===== src/rtl/fop_pkg.sv =====
package fop_pkg;

  // Lane-count selection; the encoding is the shift that turns the
  // widest configuration into the selected one.
  typedef enum logic [1:0] {
    LANES8 = 2'd0,
    LANES4 = 2'd1,
    LANES2 = 2'd2,
    LANES1 = 2'd3
  } lane_mode_e;

endpackage


===== src/rtl/fop_rst_sync.sv =====
module fop_rst_sync (
  input  logic clk,
  input  logic rst_n,
  output logic rst_sync_n
);

  logic [1:0] stage_q;

  always_ff @(posedge clk or negedge rst_n) begin
    if (!rst_n) begin
      stage_q <= 2'b00;
    end else begin
      stage_q <= {stage_q[0], 1'b1};
    end
  end

  assign rst_sync_n = stage_q[1];

endmodule


===== src/rtl/fop_frame_ctrl.sv =====
module fop_frame_ctrl #(
  parameter int MAX_LANES = 8,
  parameter int TOTAL_OCT = 32
) (
  input  logic                       clk,
  input  logic                       rst_n,
  input  logic                       rst_sync_n,
  input  fop_pkg::lane_mode_e        mode_sel,
  output fop_pkg::lane_mode_e        mode_q,
  output logic [$clog2(TOTAL_OCT)-1:0] phase_q,
  output logic                       primed_q,
  output logic                       load
);

  localparam int PH_W  = $clog2(TOTAL_OCT);
  localparam int MIN_F = TOTAL_OCT / MAX_LANES;

  logic              mode_en;
  logic [PH_W:0]     frame_len;
  logic              last_oct;
  logic [PH_W-1:0]   phase_d;
  logic              primed_d;

  // Mode latch: enabled only while the synchronised reset is held.
  assign mode_en = !rst_sync_n;

  always_ff @(posedge clk or negedge rst_n) begin
    if (!rst_n) begin
      mode_q <= fop_pkg::LANES8;
    end else if (mode_en) begin
      mode_q <= mode_sel;
    end
  end

  // Next-state logic for the octet counter.
  always_comb begin
    frame_len = (PH_W+1)'(MIN_F) << mode_q;
    last_oct  = ({1'b0, phase_q} == (frame_len - 1'b1));
    load      = !primed_q || last_oct;
    phase_d   = load ? '0 : phase_q + 1'b1;
    primed_d  = 1'b1;
  end

  always_ff @(posedge clk or negedge rst_sync_n) begin
    if (!rst_sync_n) begin
      phase_q  <= '0;
      primed_q <= 1'b0;
    end else begin
      phase_q  <= phase_d;
      primed_q <= primed_d;
    end
  end

  AST_PHASE_IN_FRAME: assert property (@(posedge clk) disable iff (!rst_sync_n)
    ({1'b0, phase_q} < frame_len));
  AST_FRAME_WRAP: assert property (@(posedge clk) disable iff (!rst_sync_n)
    (primed_q && last_oct) |=> (phase_q == '0));
  AST_PHASE_STEP: assert property (@(posedge clk) disable iff (!rst_sync_n)
    (primed_q && !last_oct) |=> (phase_q == $past(phase_q) + 1'b1));
  AST_MODE_FROZEN: assert property (@(posedge clk) disable iff (!rst_n)
    rst_sync_n |=> $stable(mode_q));

endmodule


===== src/rtl/fop_sample_store.sv =====
module fop_sample_store #(
  parameter int N_BANDS = 8,
  parameter int WORD_W  = 16
) (
  input  logic                      clk,
  input  logic                      rst_n,
  input  logic                      load,
  input  logic                      in_valid,
  input  logic [N_BANDS*WORD_W-1:0] in_i,
  input  logic [N_BANDS*WORD_W-1:0] in_q,
  output logic [N_BANDS*WORD_W-1:0] buf_i_q,
  output logic [N_BANDS*WORD_W-1:0] buf_q_q,
  output logic                      underflow_q
);

  localparam int BUS_W = N_BANDS * WORD_W;

  logic [BUS_W-1:0] buf_i_d;
  logic [BUS_W-1:0] buf_q_d;
  logic             underflow_d;
  logic             take;

  always_comb begin
    take        = load && in_valid;
    buf_i_d     = take ? in_i : buf_i_q;
    buf_q_d     = take ? in_q : buf_q_q;
    underflow_d = load ? !in_valid : underflow_q;
  end

  always_ff @(posedge clk or negedge rst_n) begin
    if (!rst_n) begin
      buf_i_q     <= '0;
      buf_q_q     <= '0;
      underflow_q <= 1'b0;
    end else begin
      buf_i_q     <= buf_i_d;
      buf_q_q     <= buf_q_d;
      underflow_q <= underflow_d;
    end
  end

  AST_CAPTURE_AT_START: assert property (@(posedge clk) disable iff (!rst_n)
    (load && in_valid) |=> (buf_i_q == $past(in_i) && buf_q_q == $past(in_q)));
  AST_NO_MIDFRAME_CHANGE: assert property (@(posedge clk) disable iff (!rst_n)
    !load |=> ($stable(buf_i_q) && $stable(buf_q_q) && $stable(underflow_q)));
  AST_REPEAT_ON_GAP: assert property (@(posedge clk) disable iff (!rst_n)
    (load && !in_valid) |=> ($stable(buf_i_q) && $stable(buf_q_q) && underflow_q));

endmodule


===== src/rtl/fop_lane_mux.sv =====
module fop_lane_mux #(
  parameter int N_BANDS   = 8,
  parameter int WORD_W    = 16,
  parameter int MAX_LANES = 8,
  parameter int TOTAL_OCT = 32
) (
  input  logic                          clk,
  input  logic                          rst_n,
  input  fop_pkg::lane_mode_e           mode_q,
  input  logic [$clog2(TOTAL_OCT)-1:0]  phase_q,
  input  logic                          primed_q,
  input  logic [N_BANDS*WORD_W-1:0]     buf_i,
  input  logic [N_BANDS*WORD_W-1:0]     buf_q,
  output logic [MAX_LANES*8-1:0]        lane_data,
  output logic [MAX_LANES-1:0]          lane_valid,
  output logic [MAX_LANES-1:0]          lane_sof
);

  localparam int PH_W   = $clog2(TOTAL_OCT);
  localparam int OPW    = WORD_W / 8;
  localparam int OPB    = 2 * OPW;
  localparam int MIN_F  = TOTAL_OCT / MAX_LANES;
  localparam int MIN_SH = $clog2(MIN_F);
  localparam int LANE_W = $clog2(MAX_LANES);

  logic [7:0]      stream [TOTAL_OCT];
  logic [LANE_W:0] n_active;

  assign n_active = (LANE_W+1)'(MAX_LANES) >> mode_q;

  // Flatten the captured words into the fixed octet stream.
  for (genvar b = 0; b < N_BANDS; b++) begin : g_band
    for (genvar o = 0; o < OPB; o++) begin : g_oct
      if (o < OPW) begin : g_i
        assign stream[b*OPB + o] = buf_i[b*WORD_W + (OPW-1-o)*8 +: 8];
      end else begin : g_q
        assign stream[b*OPB + o] = buf_q[b*WORD_W + (OPB-1-o)*8 +: 8];
      end
    end
  end

  // Each lane reads its own contiguous slice of the stream.
  for (genvar l = 0; l < MAX_LANES; l++) begin : g_lane
    logic            act;
    logic [PH_W-1:0] sel;
    logic [7:0]      oct;

    always_comb begin
      act = primed_q && ((LANE_W+1)'(l) < n_active);
      sel = PH_W'(32'(l) << (MIN_SH + 32'(mode_q))) + phase_q;
      oct = act ? stream[sel] : 8'h00;
    end

    assign lane_data[l*8 +: 8] = oct;
    assign lane_valid[l]       = act;
    assign lane_sof[l]         = act && (phase_q == '0);

    AST_IDLE_LANE_QUIET: assert property (@(posedge clk) disable iff (!rst_n)
      !lane_valid[l] |-> (lane_data[l*8 +: 8] == 8'h00 && !lane_sof[l]));
  end

endmodule


===== src/rtl/frame_octet_packer.sv =====
module frame_octet_packer #(
  parameter int N_CH      = 4,
  parameter int BANDS_CH  = 2,
  parameter int WORD_W    = 16,
  parameter int MAX_LANES = 8
) (
  input  logic                               clk,
  input  logic                               rst_n,
  input  logic [1:0]                         mode_sel,
  input  logic                               smp_valid,
  input  logic [N_CH*BANDS_CH*WORD_W-1:0]    smp_i,
  input  logic [N_CH*BANDS_CH*WORD_W-1:0]    smp_q,
  output logic [MAX_LANES*8-1:0]             lane_data,
  output logic [MAX_LANES-1:0]               lane_valid,
  output logic [MAX_LANES-1:0]               lane_sof,
  output logic                               underflow
);

  localparam int N_BANDS   = N_CH * BANDS_CH;
  localparam int TOTAL_OCT = N_BANDS * 2 * (WORD_W / 8);
  localparam int PH_W      = $clog2(TOTAL_OCT);
  localparam int BUS_W     = N_BANDS * WORD_W;

  logic                 rst_sync_n;
  fop_pkg::lane_mode_e  mode_in;
  fop_pkg::lane_mode_e  mode_q;
  logic [PH_W-1:0]      phase_q;
  logic                 primed_q;
  logic                 load;
  logic [BUS_W-1:0]     buf_i;
  logic [BUS_W-1:0]     buf_q;

  assign mode_in = fop_pkg::lane_mode_e'(mode_sel);

  fop_rst_sync u_rst (
    .clk        (clk),
    .rst_n      (rst_n),
    .rst_sync_n (rst_sync_n)
  );

  fop_frame_ctrl #(
    .MAX_LANES (MAX_LANES),
    .TOTAL_OCT (TOTAL_OCT)
  ) u_ctrl (
    .clk        (clk),
    .rst_n      (rst_n),
    .rst_sync_n (rst_sync_n),
    .mode_sel   (mode_in),
    .mode_q     (mode_q),
    .phase_q    (phase_q),
    .primed_q   (primed_q),
    .load       (load)
  );

  fop_sample_store #(
    .N_BANDS (N_BANDS),
    .WORD_W  (WORD_W)
  ) u_store (
    .clk         (clk),
    .rst_n       (rst_sync_n),
    .load        (load),
    .in_valid    (smp_valid),
    .in_i        (smp_i),
    .in_q        (smp_q),
    .buf_i_q     (buf_i),
    .buf_q_q     (buf_q),
    .underflow_q (underflow)
  );

  fop_lane_mux #(
    .N_BANDS   (N_BANDS),
    .WORD_W    (WORD_W),
    .MAX_LANES (MAX_LANES),
    .TOTAL_OCT (TOTAL_OCT)
  ) u_mux (
    .clk        (clk),
    .rst_n      (rst_sync_n),
    .mode_q     (mode_q),
    .phase_q    (phase_q),
    .primed_q   (primed_q),
    .buf_i      (buf_i),
    .buf_q      (buf_q),
    .lane_data  (lane_data),
    .lane_valid (lane_valid),
    .lane_sof   (lane_sof)
  );

  AST_SOF_ALIGNED: assert property (@(posedge clk) disable iff (!rst_sync_n)
    (|lane_sof) |-> (lane_sof == lane_valid));
  AST_VALID_PREFIX: assert property (@(posedge clk) disable iff (!rst_sync_n)
    ((lane_valid & (lane_valid + 1'b1)) == '0));
  AST_QUIET_IN_RESET: assert property (@(posedge clk)
    !rst_n |-> (lane_valid == '0 && lane_sof == '0 && !underflow));

endmodule


===== config.mk =====
export PLATFORM = sky130hd
export DESIGN_NAME = frame_octet_packer
export DESIGN_NICKNAME = d
export VERILOG_FILES = /design/src/rtl/fop_pkg.sv /design/src/rtl/fop_rst_sync.sv /design/src/rtl/fop_frame_ctrl.sv /design/src/rtl/fop_sample_store.sv /design/src/rtl/fop_lane_mux.sv /design/src/rtl/frame_octet_packer.sv
export SDC_FILE = /design/constraint.sdc
export NUM_CORES = 1
export LEC_CHECK = 0
export BUFFER_PORTS_ARGS = -buffer_cell sky130_fd_sc_hd__buf_2
export CAP_MARGIN = 20
export CORE_MARGIN = 4
export CORE_UTILIZATION = 53
export CTS_BUF_LIST = sky130_fd_sc_hd__clkbuf_4 sky130_fd_sc_hd__clkbuf_8
export DETAILED_ROUTE_END_ITERATION = 10
export PLACE_DENSITY = 0.73
export SYNTH_ARGS = -nofsm -noshare
export SYNTH_HDL_FRONTEND = slang
export SYNTH_SLANG_ARGS = --single-unit

===== constraint.sdc =====
create_clock -name clk -period 22.9 [get_ports clk]
set_input_delay 4.58 -clock clk [delete_from_list [all_inputs] [get_ports clk]]
set_output_delay 4.58 -clock clk [all_outputs]
set_load 0.05 [all_outputs]

# Word level (Yosys, flattened, before mapping)
# Index checks and enable logic that the tools add are counted.
[word_totals] register_bits=267 output_inout_bits=81 wordCells=107
[classes] addsub=11 magnitude_cmp=16 eq_ne=1 shift=10 n_mux=33 bitwise=8 n_reduce_logical=21
[op_table] operator="$bmux 8 s5" count=8
[op_table] operator="$mux 8" count=24
[op_table] operator="$shl 3x32->5 const A" count=4
[op_table] operator="$shl 1x32->5 const A" count=2
[op_table] operator="$shl 2x32->5 const A" count=2
[op_table] operator="$ge 6x6->1 const B" count=8
[op_table] operator="$not 5->6" count=8
[op_table] operator="$add 5x5->5" count=8
[op_table] operator="$logic_and 1x1->1" count=17
[op_table] operator="$lt 3x4->1 const A" count=4
[op_table] operator="$lt 1x4->1 const A" count=2
[op_table] operator="$lt 2x4->1 const A" count=2
[op_table] operator="$eq 5x6->1" count=1
[op_table] operator="$shl 3x2->6 const A" count=1
[op_table] operator="$sub 6x1->6 const B" count=1
[op_table] operator="$add 5x1->5 const B" count=1
[op_table] operator="$logic_not 5->1" count=1
[op_table] operator="$mux 5" count=1
[op_table] operator="$shr 4x2->4 const A" count=1
[op_table] operator="$add 2x2->3 const A" count=1
[op_table] operator="$logic_not 1->1" count=2
[op_table] operator="$logic_or 1x1->1" count=1

# Longest topological paths before layout
# Gate-level depths: netlist (run 1).
[depth] ltp_word=8 mapped_depth=16

# Hierarchy
# A second synthesis (run 1) with hierarchy kept.
[unflattened] cells_unflattened=1453 hier_area_um2=21434.3
[modules_own_cells] mod="fop_lane_mux" n_inst=1 cells_each=873 area_per_inst_um2=10597.7
[modules_own_cells] mod="fop_sample_store" n_inst=1 cells_each=544 area_per_inst_um2=10393.7
[modules_own_cells] mod="fop_frame_ctrl" n_inst=1 cells_each=33 area_per_inst_um2=389.1
[modules_own_cells] mod="fop_rst_sync" n_inst=1 cells_each=3 area_per_inst_um2=53.8

# Worst setup path after synthesis (run 1)
# Ideal clock, no wire load.
[synth_timing] path_type="flip-flop to output port" startpoint="reg u_ctrl.phase_q[0]" endpoint="out lane_data[11]" arrival_ps=3960 required_ps=18320 slack_ps=14360 path_stages_with_launch=17 cell_sequence="dfrtp_1 > buf_2 > buf_6 > buf_6 > buf_4 > buf_2 > and2_1 > ha_1 > buf_4 > buf_2 > buf_2 > buf_2 > buf_1 > nor2_1 > a211oi_1 > a21oi_1 > o211ai_1"
[synth_via] elab_chain_cells=6
[synth_rtl] element="start: declaration" line_no="fop_frame_ctrl.sv:10" text="output logic [$clog2(TOTAL_OCT)-1:0] phase_q,"
[synth_rtl] element="start signal: assignment" line_no="fop_frame_ctrl.sv:49" text="phase_q <= phase_d;"
[synth_rtl] element="$add 5x5->5" line_no="fop_lane_mux.sv:50" text="sel = PH_W'(32'(l) << (MIN_SH + 32'(mode_q))) + phase_q;"
[synth_rtl] element="$not 5->6 (implied by the code)" line_no="fop_lane_mux.sv:51" text="oct = act ? stream[sel] : 8'h00;"
[synth_rtl] element="$bmux 8 s5" line_no="fop_lane_mux.sv:51"
[synth_rtl] element="$mux 8 (implied by the code) (2 in a row)" line_no="fop_lane_mux.sv:51"
[synth_rtl] element="$mux 8" line_no="fop_lane_mux.sv:51"
[synth_rtl] element="end: declaration" line_no="frame_octet_packer.sv:13" text="output logic [MAX_LANES*8-1:0] lane_data,"
# Every way passes these cells. The select of a mux whose other input is x is not followed.

# Worst setup path after layout (run 1)
[layout_timing] startpoint="reg u_ctrl.phase_q[1]" endpoint="out lane_data[10]"
# Same word-level chain as after synthesis.

==> results.sh, run 1 <==
export IMPL_status="finished clean"
export IMPL_post_cts_resize_count=0
export IMPL_use_met1=0.4372
export IMPL_worst_slack_ns=12.26
export IMPL_die_w_um=209.6
export IMPL_dp_hpwl_mm=57.58
export IMPL_grt_antenna_before_repair=1
export IMPL_synth_compound_area_frac=0.07296
export IMPL_hold_buffers=0
export IMPL_worst_pin_slew_ns=1.141
export IMPL_synth_edff_count=0
export IMPL_crit_type="flop to output pin"
export IMPL_n_antenna_cell=0
export IMPL_arrival_ns=6.06
export IMPL_hold_violations=0
export IMPL_maxCapViolCount=0
export IMPL_slew_headroom=0.2394
export IMPL_gp_congestion=0.9884
export IMPL_cts_setup_buffers=0
export IMPL_cts_tree="done"
export IMPL_avgSynthCellArea_sq_um=12.56
export IMPL_first_pass_iters=7
export IMPL_numCtsBuffers=45
export IMPL_p_leak_nw=10.36
export IMPL_cts_sinks=267
export IMPL_route_vias_total=17610
export IMPL_synthAdderAreaFrac=0.01104
export IMPL_io_buffers=341
export IMPL_die_area_sq_mm=0.04393
export IMPL_cp_max_fo=70
export IMPL_rsz0062_at_grt="false"
export IMPL_async_flop_share=1.000
export IMPL_synth_area_mux_share=0.4798
export IMPL_drt_wirelength_per_cell_um=30.60
export IMPL_ioPinCount=342
export IMPL_gr_total_overflow=0
export IMPL_die_h_um=209.6
export IMPL_cts_buffer_depth=3
export IMPL_startpoint="u_ctrl.phase_q[1]$_DFF_PN0_"
export IMPL_drt_total_wl_mm=77.73
export IMPL_final_min_clock_period_ns=10.64
export IMPL_synth_distinct_cells=66
export IMPL_final_setup_viol_count=0
export IMPL_start_util=0.5396
export IMPL_grtUsageMet2=0.5807
export IMPL_hp_start="u_rst.stage_q[0]$_DFF_PN0_"
export IMPL_ys_flop_type="dfrtp_1"
export IMPL_grt_pass1_vias=18380
export IMPL_clock_latency_ns=0.64
export IMPL_place_worst_setup_slack_ns=13.09
export IMPL_syn_area_sq_mm=0.02154
export IMPL_viasPerCell=6.931
export IMPL_endpoint_kind="output pin"
export IMPL_final_common_cell="buf_2"
export IMPL_synth_simple_area_share=0.06512
export IMPL_gr_usage_all_layers=0.3508
export IMPL_rows=73
export IMPL_synthXorXnorAreaFrac=0.02149
export IMPL_slew_violations=0
export IMPL_fmax_mhz=93.99
export IMPL_h_tree_depth=2
export IMPL_power_density_mw_per_mm2=81.52
export IMPL_areaGrowthSynthToFinish_pct=14.22
export IMPL_first_iter_violations=2216
export IMPL_grtUsageMet3=0.06891
export IMPL_hp_class="flop to flop"
export IMPL_finalClockSkew_ns=0.02770
export IMPL_root_buffer="clkbuf_8"
export IMPL_grt_pass1_wl_mm=115.7
export IMPL_ant_nets=0
export IMPL_vdd_drop_max_v=0.00006233
export IMPL_seq_area_frac_synth=0.3102
export IMPL_worst_ep_required_time_ns=18.32
export IMPL_route_detailed_drc=0
export IMPL_crit_path_start_kind="flop"
export IMPL_netlist_instances=1715
export IMPL_r2r_start="u_ctrl.mode_q[1]$_DFFE_PN0N_"
export IMPL_fin_crit_sh=0.4646
export IMPL_drive_above_1_share=0.5087
export IMPL_synth_top_family_by_area="multiplexers"
export IMPL_final_cell_mix="buf_2, mux2_2, mux4_2"
export IMPL_coreArea_sq_mm=0.03991
export IMPL_grt_start_max_net_pins=150
export IMPL_yosysWarnings=0
export IMPL_tns_ns=0
export IMPL_grt_busiest_layer="met2"
export IMPL_synth_seq_cells=267
export IMPL_clk_pin_slew_ns=0.07
export IMPL_nets=2260
==> per-stage QoR <==
stage	util	power, W	std cells	hold slack (ns)	instance area [sq um]
2_1_floorplan	-	0.001253	1716	0.3312	21540
3_3_place_gp	0.5907	0.001500	2457	0.3471	23580
3_5_place_dp	0.5909	0.001519	2458	0.3418	23590
4_1_cts	0.6164	0.002001	2540	0.3669	24600
5_1_grt	0.6164	0.002090	2540	0.3735	24600
6_report	0.6164	0.002006	2540	0.3668	24600
==> Yosys cell counts, drive strengths merged (4+ instances only) <==
master / number / share of area
mux2: 274 / 0.14
dfrtp: 267 / 0.31
mux4: 266 / 0.28
nand2: 172 / 0.030
mux2i: 125 / 0.058
buf: 94 / 0.025
a21oi: 81 / 0.019
clkbuf: 64 / 0.011
nor2: 47 / 0.0083
xnor2: 28 / 0.013
o211ai: 27 / 0.0094
o21ai: 26 / 0.0060
nand3: 23 / 0.0053
a211oi: 22 / 0.0079
ha: 19 / 0.011
o22ai: 16 / 0.0046
and2: 15 / 0.0044
inv: 15 / 0.0026
xor2: 12 / 0.0049
a211o: 10 / 0.0041
a21o: 10 / 0.0035
nor2b: 8 / 0.0023
or4: 8 / 0.0028
a32o: 7 / 0.0033
nand3b: 7 / 0.0024
or3: 7 / 0.0020
nand2b: 6 / 0.0017
and3: 5 / 0.0015
o22a: 5 / 0.0020
a22oi: 4 / 0.0014
o21a: 4 / 0.0014
==> state kept, by name, summed over array words and instances, names as in the netlist <==
signal and cells:
u_store.buf_i_q 128, u_rst.stage_q 2, u_ctrl.primed_q 1, u_store.buf_q_q 128, u_ctrl.phase_q 5, u_ctrl.mode_q 2, u_store.underflow_q 1
==> path summary, 6_finish.rpt <==
kind	end	cells past startpoint	slack, ns
setup / recovery	lane_data[10]	10	12.26
setup reg to reg	u_store.buf_q_q[51]$_DFFE_PN0P_	10	17.71
max in group asynchronous	u_rst.stage_q[1]$_DFF_PN0_	1	19.00
min in group asynchronous	u_ctrl.phase_q[1]$_DFF_PN0_	0	0.39
hold reg to reg	u_rst.stage_q[1]$_DFF_PN0_	0	0.37
hold / removal	u_rst.stage_q[1]$_DFF_PN0_	0	0.37
==> worst max-delay path, cell delays in order (launching register included) <==
cell and delay (ns):
dfrtp_2 0.34, buf_4 0.83, inv_1 0.74, xnor2_1 0.36, ha_4 0.51, buf_4 0.83, mux4_2 0.63, nand2_1 0.08
a21oi_1 0.08, or4_1 0.64, buf_2 0.26
==> power breakdown <==
part           switching (W)  leakage, nW  internal [W]
clock               0.000201        0.532      0.000274
combinational       0.000473         6.69      0.000406
sequential          0.000109         3.14      0.000543
total               0.000783         10.4       0.00122
==> cells by family after synthesis <==
group                      Yosys count
AOI/OAI and AO/OA                  236
xor gates and xnor gates            43
adders and majority gates           19
buffers and inverters              173
DFF                                267
muxes                              665
other                                1
and+or+nand+nor                    311
==> layer usage <==
layer | vias to the layer above | share of wire
li1 | 7244 | -
met1 | 8927 | 0.35
met2 | 1181 | 0.49
met3 | 253 | 0.097
met4 | 0 | 0.063
met5 | - | 0
==> cell type report <==
type / count / area, sq um
clock inverter: 10 / 113.9
multi-input combinational: 1276 / 14210
timing repair buffer: 375 / 1974
inverter: 15 / 56.30
tap: 525 / 656.9
fill: 3188 / 15310
sequential: 267 / 6690
clock buffer: 72 / 903.4
No activity file was read; power rests on OpenSTA's default activity.
==> run 2, diff against run 1 <==
Clock period 22.9 ns to 10.4 ns, I/O delays scaled along.
==> results.sh, run 2 (synthesis gave the netlist of run 1 again) <==
export IMPL_ff_latch_area_sq_mm=0.006690
export IMPL_drt_total_wl_mm=77.03
export IMPL_drive_above_1_share=0.5077
export IMPL_die_area_sq_mm=0.04393
export IMPL_h_tree_depth=2
export IMPL_final_cell_mix="buf_2, mux2_2, mux4_2"
export IMPL_final_setup_viol_count=0
export IMPL_cts_setup_buffers=0
export IMPL_reg2reg_depth=10
export IMPL_finalNonFillerCells=2538
export IMPL_worst_hold_slack_ns=0.2742
export IMPL_r2r_start="u_ctrl.mode_q[1]$_DFFE_PN0N_"
export IMPL_n_antenna_cell=0
export IMPL_numCtsBuffers=45
export IMPL_rsz0062_at_grt="false"
export IMPL_gp_congestion=0.9960
export IMPL_crit_path_start_kind="flop"
export IMPL_tns_ns=0
export IMPL_first_pass_iters=6
export IMPL_hold_buffers=0
export IMPL_route_vias_total=17630
export IMPL_gr_total_overflow=0
export IMPL_slew_violations=0
export IMPL_root_buffer="clkbuf_8"
export IMPL_arrival_ns=5.42
export IMPL_first_iter_violations=2402
export IMPL_r2r_end="u_store.buf_q_q[48]$_DFFE_PN0P_"
export IMPL_hold_violations=0
export IMPL_fmax_mhz=133.3
export IMPL_multiInputGateArea_sq_mm=0.01419
export IMPL_top_regs="u_store.buf_i_q x128, u_store.buf_q_q x128, u_ctrl.phase_q x5"
export IMPL_p_leak_nw=10.34
export IMPL_final_common_cell="buf_2"
export IMPL_gr_usage_all_layers=0.3455
export IMPL_power_density_mw_per_mm2=178.6
export IMPL_die_h_um=209.6
export IMPL_place_inst=2460
export IMPL_clock_latency_ns=0.65
export IMPL_place_worst_setup_slack_ns=3.604
export IMPL_route_detailed_drc=0
export IMPL_cts_buffer_depth=3
export IMPL_post_cts_resize_count=0
export IMPL_start_util=0.5396
export IMPL_hp_class="flop to asynchronous set/reset pin"
export IMPL_fin_crit_sh=0.7214
export IMPL_maxCapViolCount=0
export IMPL_r2r_slack_ns=5.33
export IMPL_cts_sinks=267
export IMPL_cp_max_fo=76
export IMPL_rows=73
export IMPL_worst_ep_required_time_ns=8.32
export IMPL_areaGrowthSynthToFinish_pct=14.05
export IMPL_n_fill_cell=3185
export IMPL_viasPerCell=6.947
export IMPL_die_w_um=209.6
export IMPL_drt_wirelength_per_cell_um=30.35
export IMPL_p_total_w=0.004388
export IMPL_finalClockSkew_ns=0.03871
export IMPL_io_buffers=341
export IMPL_dp_hpwl_mm=57.59
export IMPL_cts_tree="done"
export IMPL_grt_pass1_wl_mm=113.9
export IMPL_worst_pin_slew_ns=1.163
export IMPL_ioPinCount=342
export IMPL_status="finished clean"
export IMPL_ant_nets=0
export IMPL_clk_pin_slew_ns=0.07
export IMPL_slew_headroom=0.2195
export IMPL_vdd_drop_max_v=0.0001261
export IMPL_endpoint_kind="output pin"
export IMPL_nets=2264
export IMPL_grt_antenna_before_repair=1
export IMPL_grt_start_max_net_pins=84
export IMPL_crit_type="flop to output pin"
export IMPL_final_min_clock_period_ns=7.503
export IMPL_coreArea_sq_mm=0.03991
export IMPL_grt_pass1_vias=18050
export IMPL_worst_slack_ns=2.897
run 2: report_power, final:
| part | total, W | internal (W) | switching, W |
|---|---|---|---|
| logic | 0.00194 | 0.000894 | 0.00105 |
| clock network | 0.00102 | 0.000576 | 0.000440 |
| registers | 0.00143 | 0.00120 | 0.000233 |
| total | 0.00439 | 0.00267 | 0.00172 |
run 2: worst max-delay path by stage:
stage	slack, ns	end	from
2_1_floorplan	2.41	u_ctrl.phase_q[0]$_DFF_PN0_	u_rst.stage_q[1]$_DFF_PN0_
3_5_place_dp	3.60	lane_data[27]	u_ctrl.mode_q[1]$_DFFE_PN0N_
4_1_cts	2.94	lane_data[27]	u_ctrl.mode_q[1]$_DFFE_PN0N_
6_report	2.90	lane_data[12]	u_ctrl.mode_q[1]$_DFFE_PN0N_
3_3_place_gp	3.72	lane_data[12]	u_ctrl.mode_q[1]$_DFFE_PN0N_
5_1_grt	2.69	lane_data[12]	u_ctrl.mode_q[1]$_DFFE_PN0N_
run 2: layout make-up:
type,instances,area share
clock inverters,8,0.004227
flip-flops and latches,267,0.2723
inverters,15,0.002292
well taps,525,0.02674
repair buffers,379,0.08180
multi-input cells,1276,0.5776
clock buffers,68,0.03504
run 2: per-layer routing:
layer / share of wire / track usage / wire length [um] / up-vias
li1: - / - / - / 7251
met4: 0.069 / 0.1996 / 5321 / 2
met2: 0.48 / 0.5560 / 36970 / 1236
met5: 0.00010 / 0 / 8 / -
met3: 0.10 / 0.07519 / 7908 / 294
met1: 0.35 / 0.4346 / 26820 / 8848
run 2: stage by stage:
stage,cell area (sq um),util
4_1_cts,24530,0.6147
5_1_grt,24570,0.6155
2_1_floorplan,21540,-
3_5_place_dp,23570,0.5905
6_report,24570,0.6155
3_3_place_gp,23570,0.5905
run 2: critical path, cell delays in order, from the launching register on:
cell and delay [ns]:
dfrtp_1 0.61, ha_1 0.38, and2b_1 0.54, and2_1 0.32, ha_4 0.31, buf_4 0.84, mux4_2 0.62, nand2_1 0.08
a21oi_1 0.06, or4_1 0.67, buf_2 0.27
==> run 3, diff against run 2 <==
Settings changed: PLACE_DENSITY 0.73 to 0.76.
Clock period 10.4 ns to 6.4 ns, I/O delays scaled along.
==> results.sh, run 3 (synthesis gave the netlist of run 1 again) <==
export IMPL_hold_buffers=0
export IMPL_slew_violations=0
export IMPL_n_antenna_cell=0
export IMPL_die_area_sq_mm=0.04393
export IMPL_grt_antenna_before_repair=1
export IMPL_drt_wirelength_per_cell_um=30.42
export IMPL_areaGrowthSynthToFinish_pct=15.68
export IMPL_arrival_ns=4.66
export IMPL_cp_max_fo=17
export IMPL_start_util=0.5396
export IMPL_final_min_clock_period_ns=5.941
export IMPL_crit_type="flop to output pin"
export IMPL_worst_pin_slew_ns=1.019
export IMPL_top_regs="u_store.buf_i_q x128, u_store.buf_q_q x128, u_ctrl.phase_q x5"
export IMPL_dp_hpwl_mm=59.73
export IMPL_r2r_end="u_store.buf_i_q[51]$_DFFE_PN0P_"
export IMPL_gr_total_overflow=0
export IMPL_vdd_drop_max_v=0.0002010
export IMPL_nets=2292
export IMPL_grt_start_max_net_pins=152
export IMPL_io_buffers=341
export IMPL_ant_nets=0
export IMPL_gr_usage_all_layers=0.3495
export IMPL_coreArea_sq_mm=0.03991
export IMPL_finalClockSkew_ns=0.04383
export IMPL_die_h_um=209.6
export IMPL_first_pass_iters=6
export IMPL_route_detailed_drc=0
export IMPL_first_iter_violations=2157
export IMPL_clk_pin_slew_ns=0.06
export IMPL_cts_setup_buffers=0
export IMPL_cts_buffer_depth=3
export IMPL_die_w_um=209.6
export IMPL_ioPinCount=342
export IMPL_r2r_slack_ns=2.78
export IMPL_cts_sinks=267
export IMPL_final_setup_viol_count=0
export IMPL_rsz0062_at_grt="false"
export IMPL_crit_path_start_kind="flop"
export IMPL_root_buffer="clkbuf_8"
export IMPL_slew_headroom=0.3206
export IMPL_numCtsBuffers=47
export IMPL_power_density_mw_per_mm2=292.2
export IMPL_clock_latency_ns=0.66
export IMPL_grt_pass1_wl_mm=115.2
export IMPL_route_vias_total=17880
export IMPL_final_cell_mix="buf_2, mux2_2, mux4_2"
export IMPL_fmax_mhz=168.3
export IMPL_viasPerCell=6.953
export IMPL_post_cts_resize_count=0
export IMPL_fin_crit_sh=0.9284
export IMPL_n_fill_cell=3111
export IMPL_status="finished clean"
export IMPL_reg2reg_depth=8
export IMPL_cts_tree="done"
export IMPL_h_tree_depth=2
export IMPL_rows=73
export IMPL_p_total_w=0.007280
export IMPL_final_common_cell="buf_2"
export IMPL_endpoint_kind="output pin"
export IMPL_gp_congestion=1.004
export IMPL_tns_ns=0
export IMPL_worst_ep_required_time_ns=5.12
export IMPL_drive_above_1_share=0.5156
export IMPL_grt_pass1_vias=18280
export IMPL_p_leak_nw=10.55
export IMPL_drt_total_wl_mm=78.21
export IMPL_hold_violations=0
export IMPL_r2r_start="u_ctrl.phase_q[3]$_DFF_PN0_"
export IMPL_maxCapViolCount=0
export IMPL_hp_class="flop to asynchronous set/reset pin"
-- run 3: cell count changes in the layout (fill, tap and decap cells not counted), sizes merged --
cell      change
buf          +27
bufinv        -1
clkbuf        +2
clkinv        +5
clkinvlp      -1
inv           +1
-- run 3: cell type report --
cell class,count,area [sq um],share of cell area
Clock buffer,71,927.1,0.03721
Clock inverter,12,118.9,0.004771
Inverter,15,56.30,0.002260
Multi-Input combinational cell,1276,14170,0.5686
Sequential cell,267,6690,0.2685
Tap cell,525,656.9,0.02636
Timing Repair Buffer,405,2300,0.09230
-- run 3: worst max path at each step --
stage / from / to / slack (ns)
2_1_floorplan: u_ctrl.phase_q[0]$_DFF_PN0_ / lane_data[11] / 1.16
3_3_place_gp: u_ctrl.mode_q[0]$_DFFE_PN0N_ / lane_data[30] / 1.00
3_5_place_dp: u_ctrl.mode_q[0]$_DFFE_PN0N_ / lane_data[30] / 1.22
4_1_cts: u_ctrl.mode_q[1]$_DFFE_PN0N_ / lane_data[44] / 0.54
5_1_grt: u_ctrl.mode_q[1]$_DFFE_PN0N_ / lane_data[44] / 0.33
6_report: u_ctrl.mode_q[1]$_DFFE_PN0N_ / lane_data[44] / 0.46
-- run 3: power by group --
group          switching [W]  internal (W)  leakage (nW)
clock network       0.000777      0.000974         0.546
logic                0.00172       0.00149          6.87
registers           0.000376       0.00194          3.14
-- run 3: worst max-delay path, cell delays in order, from the launching register on --
cell and delay, ns:
dfrtp_1 0.35, buf_4 0.21, inv_1 0.17, ha_1 0.30, ha_1 0.64, nand4b_1 0.22
o221a_2 0.36, xor2_2 0.17, buf_4 0.25, buf_4 0.25, nand3_1 0.12, a21oi_1 0.07
or4_1 0.64, buf_2 0.27
-- run 3: routing by layer --
metal | GRT usage | routed length (um) | vias to the layer above
li1 | - | - | 7313
met1 | 0.4479 | 27840 | 9052
met2 | 0.5708 | 37730 | 1264
met3 | 0.07534 | 8312 | 247
met4 | 0.1679 | 4326 | 0
met5 | 0 | 0 | -
-- run 3: per-stage QoR --
stage | instance area, sq um | cells | setup slack (ns) | utilization | hold slack [ns]
6_report | 24920 | 2571 | 0.4586 | 0.6242 | 0.2856
5_1_grt | 24920 | 2571 | 0.3295 | 0.6242 | 0.3247
4_1_cts | 24920 | 2571 | 0.5380 | 0.6242 | 0.2892
3_5_place_dp | 23870 | 2488 | 1.217 | 0.5980 | 0.3259
3_3_place_gp | 23840 | 2486 | 1.000 | 0.5973 | 0.3241
2_1_floorplan | 21540 | 1716 | 1.160 | - | 0.3311
